--- src/rtl/dds_pkg.sv ---
package dds_pkg;

  // Binomial coefficient n over k, for small constant arguments.
  function automatic int binom(input int n, input int k);
    int r;
    r = 1;
    for (int i = 0; i < k; i++) r = (r * (n - i)) / (i + 1);
    return r;
  endfunction

  // Feedback weight for the error delayed by j clocks (j >= 1):
  // coefficient of z^-j in 1 - (1 - z^-1)^order, sign folded in.
  function automatic int fb_coef(input int order, input int j);
    return ((j % 2) == 1) ? binom(order, j) : -binom(order, j);
  endfunction

  // Rounded sine amplitude for table slot idx of a 2^addr_w entry period.
  function automatic int sine_code(input int idx, input int addr_w, input int amp_w);
    real ang;
    real r;
    int  full;
    ang = 2.0 * 3.14159265358979323846 * real'(idx) / real'(1 << addr_w);
    full = (1 << (amp_w - 1)) - 1;
    r = real'(full) * $sin(ang);
    if (r >= 0.0) return $rtoi(r + 0.5);
    else return -$rtoi(0.5 - r);
  endfunction

endpackage

--- src/rtl/dds_phase_acc.sv ---
module dds_phase_acc #(
  parameter int ACC_W = 16
) (
  input  logic             clk,
  input  logic             rst,
  input  logic             en,
  input  logic [ACC_W-1:0] fcw_i,
  output logic [ACC_W-1:0] phase_o
);

  always_ff @(posedge clk) begin
    if (rst)     phase_o <= '0;
    else if (en) phase_o <= phase_o + fcw_i;
  end

endmodule

--- src/rtl/dds_ns_shaper.sv ---
module dds_ns_shaper #(
  parameter int ACC_W  = 16,
  parameter int ADDR_W = 8,
  parameter int ORDER  = 4
) (
  input  logic              clk,
  input  logic              rst,
  input  logic              en,
  input  logic [ACC_W-1:0]  phase_i,
  output logic [ADDR_W-1:0] addr_o
);
  import dds_pkg::*;

  localparam int ERR_W = ACC_W - ADDR_W;
  // Headroom for the worst-case feedback sum (2^ORDER times the error range).
  localparam int SUM_W = ACC_W + ORDER + 2;

  logic [ERR_W-1:0] err_q [ORDER];
  logic [SUM_W-1:0] sum;

  always_comb begin
    sum = SUM_W'(phase_i);
    for (int k = 0; k < ORDER; k++) begin
      sum = sum + SUM_W'(fb_coef(ORDER, k + 1)) * SUM_W'(err_q[k]);
    end
  end

  always_ff @(posedge clk) begin
    if (rst) begin
      addr_o <= '0;
      for (int k = 0; k < ORDER; k++) err_q[k] <= '0;
    end else if (en) begin
      addr_o   <= sum[ACC_W-1:ERR_W];
      err_q[0] <= sum[ERR_W-1:0];
      for (int k = 1; k < ORDER; k++) err_q[k] <= err_q[k-1];
    end
  end

endmodule

--- src/rtl/dds_sine_rom.sv ---
module dds_sine_rom #(
  parameter int ADDR_W = 8,
  parameter int AMP_W  = 12
) (
  input  logic                    clk,
  input  logic                    rst,
  input  logic                    en,
  input  logic [ADDR_W-1:0]       addr_i,
  output logic signed [AMP_W-1:0] data_o
);
  import dds_pkg::*;

  localparam int DEPTH = 1 << ADDR_W;

  logic signed [AMP_W-1:0] rom [DEPTH];

  initial begin
    for (int i = 0; i < DEPTH; i++) rom[i] = AMP_W'(sine_code(i, ADDR_W, AMP_W));
  end

  always_ff @(posedge clk) begin
    if (rst)     data_o <= '0;
    else if (en) data_o <= rom[addr_i];
  end

endmodule

--- src/rtl/shaped_dds.sv ---
module shaped_dds #(
  parameter int ACC_W  = 16,
  parameter int ADDR_W = 8,
  parameter int AMP_W  = 12,
  parameter int ORDER  = 4
) (
  input  logic                    clk,
  input  logic                    rst,
  input  logic                    en,
  input  logic [ACC_W-1:0]        fcw_i,
  output logic signed [AMP_W-1:0] sample_o,
  output logic                    valid_o
);

  // Phase register, shaper register, table output register.
  localparam int LATENCY = 3;
  localparam int FILL_W  = LATENCY - 1;

  logic [ACC_W-1:0]  phase_w;
  logic [ADDR_W-1:0] addr_w;
  logic [FILL_W-1:0] fill_q;

  dds_phase_acc #(.ACC_W(ACC_W)) u_acc (
    .clk(clk), .rst(rst), .en(en), .fcw_i(fcw_i), .phase_o(phase_w)
  );

  dds_ns_shaper #(.ACC_W(ACC_W), .ADDR_W(ADDR_W), .ORDER(ORDER)) u_shp (
    .clk(clk), .rst(rst), .en(en), .phase_i(phase_w), .addr_o(addr_w)
  );

  dds_sine_rom #(.ADDR_W(ADDR_W), .AMP_W(AMP_W)) u_rom (
    .clk(clk), .rst(rst), .en(en), .addr_i(addr_w), .data_o(sample_o)
  );

  generate
    if (FILL_W == 1) begin : g_fill1
      always_ff @(posedge clk) begin
        if (rst)     fill_q <= '0;
        else if (en) fill_q <= 1'b1;
      end
    end else begin : g_filln
      always_ff @(posedge clk) begin
        if (rst)     fill_q <= '0;
        else if (en) fill_q <= {fill_q[FILL_W-2:0], 1'b1};
      end
    end
  endgenerate

  assign valid_o = fill_q[FILL_W-1];

endmodule

--- config.mk ---
export PLATFORM = sky130hd
export DESIGN_NAME = shaped_dds
export DESIGN_NICKNAME = d
export VERILOG_FILES = /design/src/rtl/dds_pkg.sv /design/src/rtl/dds_phase_acc.sv /design/src/rtl/dds_ns_shaper.sv /design/src/rtl/dds_sine_rom.sv /design/src/rtl/shaped_dds.sv
export SDC_FILE = /design/constraint.sdc
export NUM_CORES = 1
export LEC_CHECK = 0
export CORE_MARGIN = 2
export CORE_UTILIZATION = 45
export DETAILED_ROUTE_END_ITERATION = 6
export DONT_BUFFER_PORTS = 1
export PLACE_DENSITY_LB_ADDON = 0.05
export SLEW_MARGIN = 20
export SYNTH_ARGS = -nofsm -noshare
export SYNTH_HDL_FRONTEND = slang
export SYNTH_SLANG_ARGS = --single-unit
--- constraint.sdc ---
create_clock -name clk -period 7.2 [get_ports clk]
set_input_delay 0.72 -clock clk [delete_from_list [all_inputs] [get_ports clk]]
set_output_delay 0.72 -clock clk [all_outputs]
set_load 0.02 [all_outputs]
After elaboration in Yosys (flattened, before gate mapping)
Memories as Yosys holds them, arrays and structs flattened. A register that Yosys moved wholly into a read port is not among the register bits.
Index checks and enable logic that the tools add are counted.
Operators by class
  bitwise operators: 4
  multipliers: 2
  $add $sub $neg: 5
  mux-type cells: 9
Operators by type and width (count)
  $add 16x16->16: 3
  $add 16x10->16: 2
  $mux 8: 4
  $mul 21x8->15 const A: 1
  $mul 1x9->10 const A: 1
  $mux 1: 5
  $or 1x1->1: 4
Storage, ports and cells
  ROM bits: 3072
  register bits after elaboration: 26
  output and inout bits: 13
  input port bits: 19
  logic and storage cells: 25
  memories: 2
  bits in writable memories: 32
Memories
  u_rom.rom: words 256, width 12, read ports 1, clocked after memory_dff 1, write ports 0, RTL line dds_sine_rom.sv:15  | logic signed [AMP_W-1:0] rom [DEPTH];
  u_shp.err_q: words 4, width 8, read ports 4, clocked after memory_dff 0, write ports 4, RTL line dds_ns_shaper.sv:18  | logic [ERR_W-1:0] err_q [ORDER];

Logic depth before layout (Yosys ltp)
Gate-level depths: netlist of the first run.
An unclocked memory read counts as a cell.
  word-level depth: 6
  mapped depth: 26
  gate-level depth less buffers: 26

Hierarchy
A second synthesis of the first run with hierarchy kept.
Second synthesis, totals
  cell total of the unflattened synthesis: 1177
  area, all modules: 9439.1 um^2
Modules (own cells, without submodules)
  dds_ns_shaper: cells each 418, seq. area each 1121.1 um^2, area each 4230.3 um^2, times used 1
  dds_sine_rom: cells each 596, seq. area each 240.2 um^2, area each 3792.4 um^2, times used 1
  dds_phase_acc: cells each 157, seq. area each 320.3 um^2, area each 1355.0 um^2, times used 1
  shaped_dds: cells each 6, seq. area each 40.0 um^2, area each 61.3 um^2, times used 1

Worst setup path before layout of the first run
No wires, ideal clock.
  path type: reg-to-reg
  start point: memory u_shp.err_q[0][10] (netlist name)
  end point: register u_shp.addr_o[7]
  setup time: 161 ps
  cell stages (with the launch flop): 25
  path buffers: 0
  arrival: 6340 ps
  period minus slack after synthesis: 6500 ps
  setup slack: 700 ps
  data required time: 7039 ps
  cell sequence: edfxtp_1 -> inv_1 -> fa_1 -> inv_1 -> ha_1 -> inv_1 -> fa_1 -> fa_1 -> inv_1 -> ha_1 -> a21oi_1 -> xor2_1 -> fa_1 -> inv_1 -> fa_1 -> inv_1 -> fa_1 -> inv_1 -> ha_1 -> nor2b_1 -> a311o_1 -> a211o_1 -> a41oi_1 -> nand3b_1 -> o221ai_1
RTL lines
  start, declared: RTL line dds_ns_shaper.sv:18
  end signal, assigned: RTL line dds_ns_shaper.sv:33  | addr_o <= sum[ACC_W-1:ERR_W];
  end, declared: RTL line dds_ns_shaper.sv:10  | output logic [ADDR_W-1:0] addr_o

==> results of run 1 <==
==> repair_timing <==
action                                  4_1_cts  5_1_grt
endpoints found under the setup margin        0        1
resized for setup                             0        2
buffers inserted                              0        0
hold buffers                                  0        0
==> worst max-delay path, cell delays in order (launching register included) <==
cell and delay, ps:
sky130_fd_sc_hd__edfxtp_1 420, sky130_fd_sc_hd__inv_1 110, sky130_fd_sc_hd__fa_2 670, sky130_fd_sc_hd__inv_1 100, sky130_fd_sc_hd__ha_1 270, sky130_fd_sc_hd__inv_1 40, sky130_fd_sc_hd__fa_1 460, sky130_fd_sc_hd__fa_1 540
sky130_fd_sc_hd__inv_1 40, sky130_fd_sc_hd__ha_1 320, sky130_fd_sc_hd__a21oi_2 180, sky130_fd_sc_hd__xor2_1 100, sky130_fd_sc_hd__fa_1 480, sky130_fd_sc_hd__inv_1 50, sky130_fd_sc_hd__fa_1 520, sky130_fd_sc_hd__inv_1 50
sky130_fd_sc_hd__fa_1 520, sky130_fd_sc_hd__inv_1 40, sky130_fd_sc_hd__ha_1 330, sky130_fd_sc_hd__nor2b_1 150, sky130_fd_sc_hd__a311o_1 370, sky130_fd_sc_hd__a211o_1 330, sky130_fd_sc_hd__a41oi_1 240, sky130_fd_sc_hd__nand3b_1 140
sky130_fd_sc_hd__o221ai_1 110
==> area by class of cell <==
class / instances / area (sq um)
fillers: 1991 / 10600
multi-input cells: 895 / 6700
repair buffers: 12 / 90.1
inverters: 99 / 372
flip-flops and latches: 70 / 1730
well taps: 270 / 338
clock buffers: 9 / 225
clock inverters: 7 / 63.8
==> logic make-up after synthesis <==
kind of cell / Yosys count
AO/OA/AOI/OAI: 362
XOR/XNOR: 39
adder cells (fa/ha/maj): 132
buffers and inverters: 186
AND/OR/NAND/NOR: 342
flip-flops: 70
multiplexers: 20
==> layout by cell type (no fill, tap or decap), types with 12 or more instances in the layout <==
cell,n
sky130_fd_sc_hd__edfxtp_1,32
sky130_fd_sc_hd__nand2_1,83
sky130_fd_sc_hd__a311oi_1,13
sky130_fd_sc_hd__nor3_1,16
sky130_fd_sc_hd__dfxtp_1,34
sky130_fd_sc_hd__o22ai_1,13
sky130_fd_sc_hd__xnor2_1,19
sky130_fd_sc_hd__ha_1,81
sky130_fd_sc_hd__nor2b_1,23
sky130_fd_sc_hd__o21ai_0,88
sky130_fd_sc_hd__nor2_1,96
sky130_fd_sc_hd__and2_1,27
sky130_fd_sc_hd__xor2_1,19
sky130_fd_sc_hd__mux2i_1,13
sky130_fd_sc_hd__a211oi_1,19
sky130_fd_sc_hd__buf_4,12
sky130_fd_sc_hd__fa_1,50
sky130_fd_sc_hd__o211ai_1,16
sky130_fd_sc_hd__a21o_1,15
sky130_fd_sc_hd__nand2b_1,35
sky130_fd_sc_hd__nand3_1,28
sky130_fd_sc_hd__a21oi_1,82
sky130_fd_sc_hd__inv_1,99
sky130_fd_sc_hd__o21a_1,14
==> how the worst max path moves through the flow <==
stage	startpoint	endpoint	slack (ps)	cells past startpoint
floorplan	u_shp.err_q[0][10]	u_shp.addr_o[7]	700	24
global placement	u_shp.err_q[0][10]	u_shp.addr_o[7]	430	24
detailed placement	u_shp.err_q[0][10]	u_shp.addr_o[7]	330	24
CTS	u_shp.err_q[0][10]	u_shp.addr_o[7]	300	24
global route	u_shp.err_q[0][10]	u_shp.addr_o[7]	50	24
finish	u_shp.err_q[0][10]	u_shp.addr_o[7]	460	24
==> metrics by stage <==
stage | hold slack [ps] | area [sq um] | worst slack [ps] | std cells | utilization, %
after floorplan | 434 | 9180 | 700 | 1151 | -
after global placement | 451 | 9220 | 435 | 1346 | 45.9
after detailed placement | 461 | 9220 | 334 | 1346 | 45.9
after CTS | 426 | 9510 | 295 | 1362 | 47.3
after global routing | 420 | 9520 | 54.8 | 1362 | 47.3
final | 436 | 9520 | 458 | 1362 | 47.3
==> flip-flops by register name, summed over array words and instances (netlist names) <==
signal and flops:
u_shp.err_q 32, u_acc.phase_o 16, u_rom.data_o 12, u_shp.addr_o 8, fill_q 2
==> routing by layer <==
layer	part of all wire, %	up-vias
li1	-	3978
met1	46	3973
met2	41	379
met3	11	46
met4	2.0	2
met5	0.028	-
==> summary.txt, run 1 <==
Place
  – Number of port buffers: 0
  – Routability congestion estimate: about 0.99
  – Estimated wirelength of the detail-placed design: 20,500 um

Clocking
  – Cell at the root of the clock tree: sky130_fd_sc_hd__clkbuf_16
  – Clock buffer depth: 2
  – Clock buffers created by TritonCTS: 9
  – Maximum level of the CTS H-tree: 3
  – Clock sink count: 70
  – Clock edge transition at the registers on the reported setup and hold paths: 70 ps
  – Clock insertion delay at the later pin of the skew report: 350 ps
  – CTS tree: yes

Logic synthesis
  – Post-Syn Area per Cell: 7.97 sq um
  – Cell taking the most area after synthesis: sky130_fd_sc_hd__fa_1
  – Synthesized-area fraction occupied by adder cells: 22.2%
  – Area share of the largest cell type after synthesis: 11.1%
  – Most frequently used cell type in the post-synthesis netlist: sky130_fd_sc_hd__inv_1
  – Share of async-settable or async-resettable flops after synthesis: 0%
  – Gate count after technology mapping: 1,151
  – Synth Area in Compound Gates: 26.0%
  – Synthesized flop and latch total: 70
  – Total nets after synthesis: roughly 1,300
  – Post-synthesis instance area: 9180 sq um
  – Biggest area contributors in the synthesized netlist: sky130_fd_sc_hd__fa_1, sky130_fd_sc_hd__ha_1, sky130_fd_sc_hd__edfxtp_1, sky130_fd_sc_hd__dfxtp_1, sky130_fd_sc_hd__o21ai_0
  – Total number of yosys warnings: 0
  – Most frequently used flop master after synthesis: sky130_fd_sc_hd__dfxtp_1
  – Post-synthesis share of cell area spent on xor and xnor gates: 3.80%
  – Part of the Yosys area used for sequential elements: between 10% and 20%
  – Number of library cell types mapped by synthesis: 78
  – Synthesized-area fraction occupied by and/or/nand/nor cells: between 10% and 20%
  – Dominant combinational cell family by area after synthesis: compound AO/OA/AOI/OAI gates
  – Number of flops mapped to enable cells by yosys: 32
  – Cell types with the highest counts after synthesis: sky130_fd_sc_hd__inv_1, sky130_fd_sc_hd__nor2_1, sky130_fd_sc_hd__o21ai_0, sky130_fd_sc_hd__a21oi_1, sky130_fd_sc_hd__nand2_1
  – Multiplexer share of the synthesized area: under 10%

Routing
  – Routed wire length: 28,800 um
  – Wire per inst: roughly 21 um
  – Total iterations of the first detailed-routing run: 5
  – Ratio of routed vias to standard cells: 6.15
  – Number of violations reported at the end of detailed-routing iteration 0: between 800 and 900
  – Antenna viol nets, final: 0
  – Residual DRC count: 0
  – Vias: between 8,000 and 9,000

STA
  – Clock period minus worst slack: 6740 ps
  – Final hold violation count: 0
  – RSZ-0062 raised after global routing: no
  – Tcrit/Tclk final: between 90% and 100%
  – Final setup fails: 0
  – Final worst clock skew: 8.40 ps
  – Setup TNS: 0 ps
  – Fmax achieved: 0.148 GHz
  – Transition time at the pin with the least slew margin: 911 ps
  – Final Max Slew Viols: 0
  – Worst slew margin relative to its limit: 39.2%

Critical path
  – Data required time of the worst path: 7410 ps
  – Worst r2r src: u_shp.err_q[0][10]
  – Maximum net fanout on the critical path: 4
  – Path depth of the worst reg2reg path: 24
  – Crit path capture type: flip-flop
  – Slack of the worst reg-to-reg path: 460 ps
  – Worst Setup Path Type: reg -> reg
  – Launching element type of the critical path: flip-flop
  – End of the worst register-to-register path: u_shp.addr_o[7]
  – Arrival time reported for the critical path endpoint: 6950 ps

Floorplan
  – Full die area: 21,500 sq um
  – Floorplan row count: 52
  – Total I/O pin count: 32
  – Starting Density: a little under half
  – Die height: ~150 um
  – Core region area: 20,100 sq um
  – Width of the chip: 147 um

GRT
  – Pin count of the biggest net entering global routing: 80
  – Aggregate global-route resource usage: a little over a quarter
  – Number of global-route vias before repair: 8,071
  – Met2 routing resource usage after global routing: 39.0%
  – Total congestion overflow after global routing: 0
  – Global-route layer with the greatest usage: met2
  – Number of antenna violations at the first check in global routing: 1
  – Met1 track demand over resource: 38.7%
  – Met3 usage: ~8.9%
  – Global-route wire length before repair: 45,600 um

Finish
  – Nets: around 1,200
  – Syn-to-layout area delta: 3.75%
  – N_diodes: 0
  – Fraction of final layout cells with drive strength greater than 1: approximately 5.2%

Status
  – Run status: finished, final reports clean

Hold path
  – Worst min-delay path startpoint: rst
  – Worst hold path class: in -> reg
  – Hold depth: 1
  – End point of the most critical hold path: u_rom.data_o[9]

Flow run
  – Number of maximum-capacitance constraint violations: 0
Power of run 1 is left out: the tool's default activity adds up to more than one toggle a clock period on the data nets, which glitch-free logic cannot reach.
==> run 2, diff against run 1 <==
--- a/config.mk
+++ b/config.mk
@@ -5,11 +5,10 @@
 export SDC_FILE = /design/constraint.sdc
 export NUM_CORES = 1
 export LEC_CHECK = 0
-export CORE_MARGIN = 2
 export CORE_UTILIZATION = 45
 export DETAILED_ROUTE_END_ITERATION = 6
 export DONT_BUFFER_PORTS = 1
-export PLACE_DENSITY_LB_ADDON = 0.05
+export PLACE_DENSITY_LB_ADDON = 0.3
 export SLEW_MARGIN = 20
 export SYNTH_ARGS = -nofsm -noshare
 export SYNTH_HDL_FRONTEND = slang
==> run 2 against run 1 <==
Effect of this change:
- sequential share of layout area unchanged
- flip-flop and latch count unchanged
- fmax decreased by 2.3%
- core utilization increased by 0.93 points
- clock skew increased by 4.0 ps
- critical path type unchanged
==> summary.txt, run 2 (synthesis gave the netlist of run 1 again) <==
Status
  – Run status: finished, final reports clean

Floorplan
  – Starting Density: between 40% and 50%
  – Floorplan row count: 51
  – Die height: around 140 um
  – Core region area: around 20,000 sq um
  – Full die area: 21,000 sq um
  – Total I/O pin count: 32
  – Width of the chip: 145 um

Critical path
  – Arrival time reported for the critical path endpoint: just over 7000 ps
  – Crit path capture type: flip-flop
  – Most used cell along the critical path: sky130_fd_sc_hd__inv_1
  – Launching element type of the critical path: flip-flop
  – Worst stage delay on the critical path: 690 ps
  – Cell with the biggest individual delay on the critical path: sky130_fd_sc_hd__fa_1
  – Maximum net fanout on the critical path: 4
  – Category of cells accounting for the largest share of critical-path delay: adder cells
  – Path depth of the worst reg2reg path: 24
  – Worst r2r src: u_shp.err_q[0][10]
  – End of the worst register-to-register path: u_shp.addr_o[7]
  – Slack of the worst reg-to-reg path: slightly above 300 ps
  – Worst Setup Path Type: reg -> reg
  – Data required time of the worst path: 7420 ps
  – Buffer and inverter count on the worst path: 7
  – CP Cell Sequence: inv_1 -> fa_1 -> inv_1 -> ha_1 -> inv_1 -> fa_1 -> fa_1 -> inv_1 -> ha_1 -> a21oi_1 -> xor2_1 -> fa_1 -> inv_1 -> fa_1 -> inv_1 -> fa_1 -> inv_1 -> ha_1 -> nor2b_1 -> a311o_1 -> a211o_1 -> a41oi_1 -> nand3b_1 -> o221ai_1

Hold path
  – End point of the most critical hold path: u_rom.data_o[9]
  – Hold depth: 1
  – Worst hold path class: in -> reg
  – Worst min-delay path startpoint: rst

GRT
  – Global-route wire length before repair: 43,800 um
  – Aggregate global-route resource usage: between 20% and 30%
  – Pin count of the biggest net entering global routing: just under 80
  – Number of global-route vias before repair: 7,914
  – Number of antenna violations at the first check in global routing: 1
  – Total congestion overflow after global routing: 0

Finish
  – N_diodes: 0
  – Post-route cell area: 9520 sq um
  – Nets: 1,240
  – Fraction of final layout cells with drive strength greater than 1: 5.21%
  – Register ranked first by flip-flop count: u_shp.err_q
  – Top library cells by usage in the layout, fill and taps aside: sky130_fd_sc_hd__inv_1, sky130_fd_sc_hd__nor2_1, sky130_fd_sc_hd__o21ai_0
  – Syn-to-layout area delta: 3.75%
  – Max FFs per register: 32
  – Largest registers in the final layout: u_shp.err_q x32, u_acc.phase_o x16, u_rom.data_o x12
  – Fillcell total: 1,915
  – Most frequent standard cell in the layout excluding fill and tap cells: sky130_fd_sc_hd__inv_1

STA
  – Final setup fails: 0
  – Tcrit/Tclk final: 95.8%
  – RSZ-0062 raised after global routing: no
  – Worst-case setup margin in the final layout: 302 ps
  – Clock period minus worst slack: 6900 ps
  – Final hold violation count: 0
  – Transition time at the pin with the least slew margin: 1130 ps
  – Final worst clock skew: around 12 ps
  – Fmax achieved: approximately 0.14 GHz
  – Final Max Slew Viols: 0
  – Worst slew margin relative to its limit: 24.1%
  – Setup TNS: 0 ps

Routing
  – Wire per inst: 20.4 um
  – Routed wire length: 27,700 um
  – Antenna viol nets, final: 0
  – Number of violations reported at the end of detailed-routing iteration 0: ~940
  – Total iterations of the first detailed-routing run: 6
  – Vias: between 8,000 and 9,000
  – Residual DRC count: 0
  – Ratio of routed vias to standard cells: about 6.2

Clocking
  – Clock insertion delay at the later pin of the skew report: 350 ps
  – CTS tree: yes
  – Cell at the root of the clock tree: sky130_fd_sc_hd__clkbuf_16
  – CTS-repair resized insts: 0
  – Clock sink count: 70
  – Post-CTS Repair Setup Buffers: 0
  – Clock edge transition at the registers on the reported setup and hold paths: 70 ps
  – Clock buffers created by TritonCTS: 9
  – Clock buffer depth: 2
  – Maximum level of the CTS H-tree: 3
  – Post-CTS Hold Buffers: 0

Place
  – Routability congestion estimate: between 1 and 1.5
  – Number of port buffers: 0
  – Placed standard-cell area: 9230 sq um
  – Estimated wirelength of the detail-placed design: 19,800 um
  – Pre-CTS setup slack: 318 ps

Flow run
  – Number of maximum-capacitance constraint violations: 0
-- run 2: worst max path at each step --
stage | from | depth (start not counted) | slack (ps) | to
2_1_floorplan | u_shp.err_q[0][10] | 24 | 700 | u_shp.addr_o[7]
3_3_place_gp | u_shp.err_q[0][10] | 24 | 450 | u_shp.addr_o[7]
3_5_place_dp | u_shp.err_q[0][10] | 24 | 320 | u_shp.addr_o[7]
4_1_cts | u_shp.err_q[0][10] | 24 | 300 | u_shp.addr_o[7]
5_1_grt | u_shp.err_q[0][10] | 24 | 30 | u_shp.addr_o[7]
6_report | u_shp.err_q[0][10] | 24 | 300 | u_shp.addr_o[7]
-- run 2: cell type report --
type                       count  area, sq um  area share [%]
clock buffer                   9          225            2.37
clock inverter                 7         61.3           0.644
inverter                      99          372            3.90
multi-input combinational    895         6700            70.3
sequential                    70         1730            18.2
tap                          265          332            3.48
timing repair buffer          14          105            1.10
-- run 2: layer usage --
layer,vias up,track usage [%],part of all wire (%)
met2,442,39.9,42
met1,3936,38.1,44
met5,-,0,0.051
met4,2,8.31,2.4
li1,3979,-,-
met3,74,9.08,12
-- run 2: per-stage QoR --
stage,hold WS (ps),cells,util (%)
after detailed placement,458,1343,46.8
after floorplan,434,1151,-
after CTS,418,1359,48.3
final,433,1359,48.3
after global placement,448,1343,46.8
after global routing,416,1359,48.3
Power of run 2 is left out for the same reason.
==> run 3, diff against run 2 <==
--- a/config.mk
+++ b/config.mk
@@ -6,10 +6,10 @@
 export NUM_CORES = 1
 export LEC_CHECK = 0
 export CORE_UTILIZATION = 45
+export CTS_BUF_LIST = sky130_fd_sc_hd__clkbuf_8
 export DETAILED_ROUTE_END_ITERATION = 6
 export DONT_BUFFER_PORTS = 1
 export PLACE_DENSITY_LB_ADDON = 0.3
-export SLEW_MARGIN = 20
 export SYNTH_ARGS = -nofsm -noshare
 export SYNTH_HDL_FRONTEND = slang
 export SYNTH_SLANG_ARGS = --single-unit
==> run 3 against run 2 <==
Effect of this change:
- flip-flop and latch count stayed put
- register-to-register slack lost 20 ps
- final cell count stayed put
- worst hold slack got worse by 39 ps
- die area unchanged
- first-iteration DRC count increased by 5.0%
- clock skew up 2.8 ps
- via count rose by 0.72%
- global-route usage barely moved
- fmax fell by 0.30%
- cell area down 1.1%
- critical path depth unchanged
==> summary.txt, run 3 (synthesis gave the netlist of run 1 again) <==
Finish
  – Nets: 1,240
  – Register ranked first by flip-flop count: u_shp.err_q
  – Final cell count without fillers: 1,359
  – Most frequent standard cell in the layout excluding fill and tap cells: sky130_fd_sc_hd__inv_1
  – Top library cells by usage in the layout, fill and taps aside: sky130_fd_sc_hd__inv_1, sky130_fd_sc_hd__nor2_1, sky130_fd_sc_hd__o21ai_0
  – N_diodes: 0
  – Post-route cell area: approximately 9400 sq um
  – Syn-to-layout area delta: 2.65%
  – Max FFs per register: 32
  – Fraction of final layout cells with drive strength greater than 1: 5.21%
  – Largest registers in the final layout: u_shp.err_q x32, u_acc.phase_o x16, u_rom.data_o x12

STA
  – Final worst clock skew: around 15 ps
  – Final Max Slew Viols: 0
  – Transition time at the pin with the least slew margin: between 1000 and 1500 ps
  – Fmax achieved: approximately 0.14 GHz
  – Tcrit/Tclk final: 96.1%
  – Clock period minus worst slack: 6920 ps
  – RSZ-0062 raised after global routing: no
  – Setup TNS: 0 ps
  – Final hold violation count: 0
  – Worst slew margin relative to its limit: around 28%
  – Worst-case setup margin in the final layout: between 200 and 300 ps
  – Final setup fails: 0

Clocking
  – CTS tree: yes
  – Post-CTS Repair Setup Buffers: 0
  – Maximum level of the CTS H-tree: 3
  – CTS-repair resized insts: 0
  – Clock buffer depth: 2
  – Clock insertion delay at the later pin of the skew report: 380 ps
  – Clock buffers created by TritonCTS: 9
  – Post-CTS Hold Buffers: 0
  – Cell at the root of the clock tree: sky130_fd_sc_hd__clkbuf_8
  – Clock sink count: 70
  – Clock edge transition at the registers on the reported setup and hold paths: roughly 100 ps

Hold path
  – Hold depth: 1
  – End point of the most critical hold path: u_rom.data_o[9]
  – Worst min-delay path startpoint: rst
  – Worst hold path class: in -> reg

GRT
  – Aggregate global-route resource usage: 27.4%
  – Global-route wire length before repair: between 40,000 and 50,000 um
  – Total congestion overflow after global routing: 0
  – Number of antenna violations at the first check in global routing: 0
  – Number of global-route vias before repair: 7,845
  – Pin count of the biggest net entering global routing: between 70 and 80

Place
  – Estimated wirelength of the detail-placed design: 19,800 um
  – Pre-CTS setup slack: 318 ps
  – Routability congestion estimate: 1.01
  – Placed instance count: 1,343
  – Placed standard-cell area: 9230 sq um
  – Number of port buffers: 0

Critical path
  – Arrival time reported for the critical path endpoint: 7170 ps
  – Worst r2r src: u_shp.err_q[0][10]
  – Crit path capture type: flip-flop
  – End of the worst register-to-register path: u_shp.addr_o[7]
  – Maximum net fanout on the critical path: 4
  – Launching element type of the critical path: flip-flop
  – Worst stage delay on the critical path: 700 ps
  – Slack of the worst reg-to-reg path: about 280 ps
  – CP Cell Sequence: inv_1 -> fa_1 -> inv_1 -> ha_1 -> inv_1 -> fa_1 -> fa_1 -> inv_1 -> ha_1 -> a21oi_1 -> xor2_1 -> fa_1 -> inv_1 -> fa_1 -> inv_1 -> fa_1 -> inv_1 -> ha_1 -> nor2b_1 -> a311o_1 -> a211o_1 -> a41oi_1 -> nand3b_1 -> o221ai_1
  – Worst Setup Path Type: reg -> reg
  – Cell with the biggest individual delay on the critical path: sky130_fd_sc_hd__fa_1
  – Data required time of the worst path: roughly 7500 ps
  – Path depth of the worst reg2reg path: 24
  – Most used cell along the critical path: sky130_fd_sc_hd__inv_1

Status
  – Run status: finished, final reports clean

Routing
  – Total iterations of the first detailed-routing run: 5
  – Routed wire length: approximately 28,000 um
  – Wire per inst: around 20 um
  – Vias: 8,494
  – Number of violations reported at the end of detailed-routing iteration 0: 989
  – Ratio of routed vias to standard cells: 6.25
  – Residual DRC count: 0
  – Antenna viol nets, final: 0

Floorplan
  – Width of the chip: 145 um
  – Floorplan row count: 51
  – Die height: ~140 um
  – Core region area: between 15,000 and 20,000 sq um
  – Starting Density: 46.5%
  – Full die area: 21,000 sq um
  – Total I/O pin count: 32

Flow run
  – Number of maximum-capacitance constraint violations: 0
-- run 3: cell counts in the layout (fill, tap and decap cells not counted) --
No cell type changed its count.
-- run 3: per-stage QoR --
stage	hold WS, ps	utilization, %
finish	393	47.8
detailed placement	458	46.8
CTS	378	47.8
global placement	448	46.8
floorplan	434	-
global route	367	47.8
-- run 3: worst max-delay path, delay by kind of cell (launching register included) --
| family | cells | cell delay [ps] |
|---|---|---|
| fa+ha+maj | 9 | 4200 |
| compound gates | 5 | 1290 |
| buf+inv | 7 | 470 |
| flops | 1 | 430 |
| simple gates | 2 | 290 |
| xor+xnor | 1 | 120 |
-- run 3: layout make-up --
type | instances | area (sq um)
clock buffer | 9 | 124
tap | 265 | 332
inverter | 99 | 372
timing repair buffer | 14 | 105
clock inverter | 7 | 61.3
sequential | 70 | 1730
multi-input combinational | 895 | 6700
fill | 1927 | 10300
-- run 3: worst max path at each step --
stage	start	end	slack [ps]	cells after the start
floorplan	u_shp.err_q[0][10]	u_shp.addr_o[7]	700	24
global placement	u_shp.err_q[0][10]	u_shp.addr_o[7]	450	24
detailed placement	u_shp.err_q[0][10]	u_shp.addr_o[7]	320	24
CTS	u_shp.err_q[0][10]	u_shp.addr_o[7]	290	24
global route	u_shp.err_q[0][10]	u_shp.addr_o[7]	30	24
finish	u_shp.err_q[0][10]	u_shp.addr_o[7]	280	24
-- run 3: routing by layer --
metal	vias up	GRT usage (%)	routed length (um)
met5	-	0	0
met1	3994	39.0	12500
met3	88	6.91	2770
met2	432	39.8	11500
met4	0	9.53	843
li1	3980	-	-
Power of run 3 is left out for the same reason.
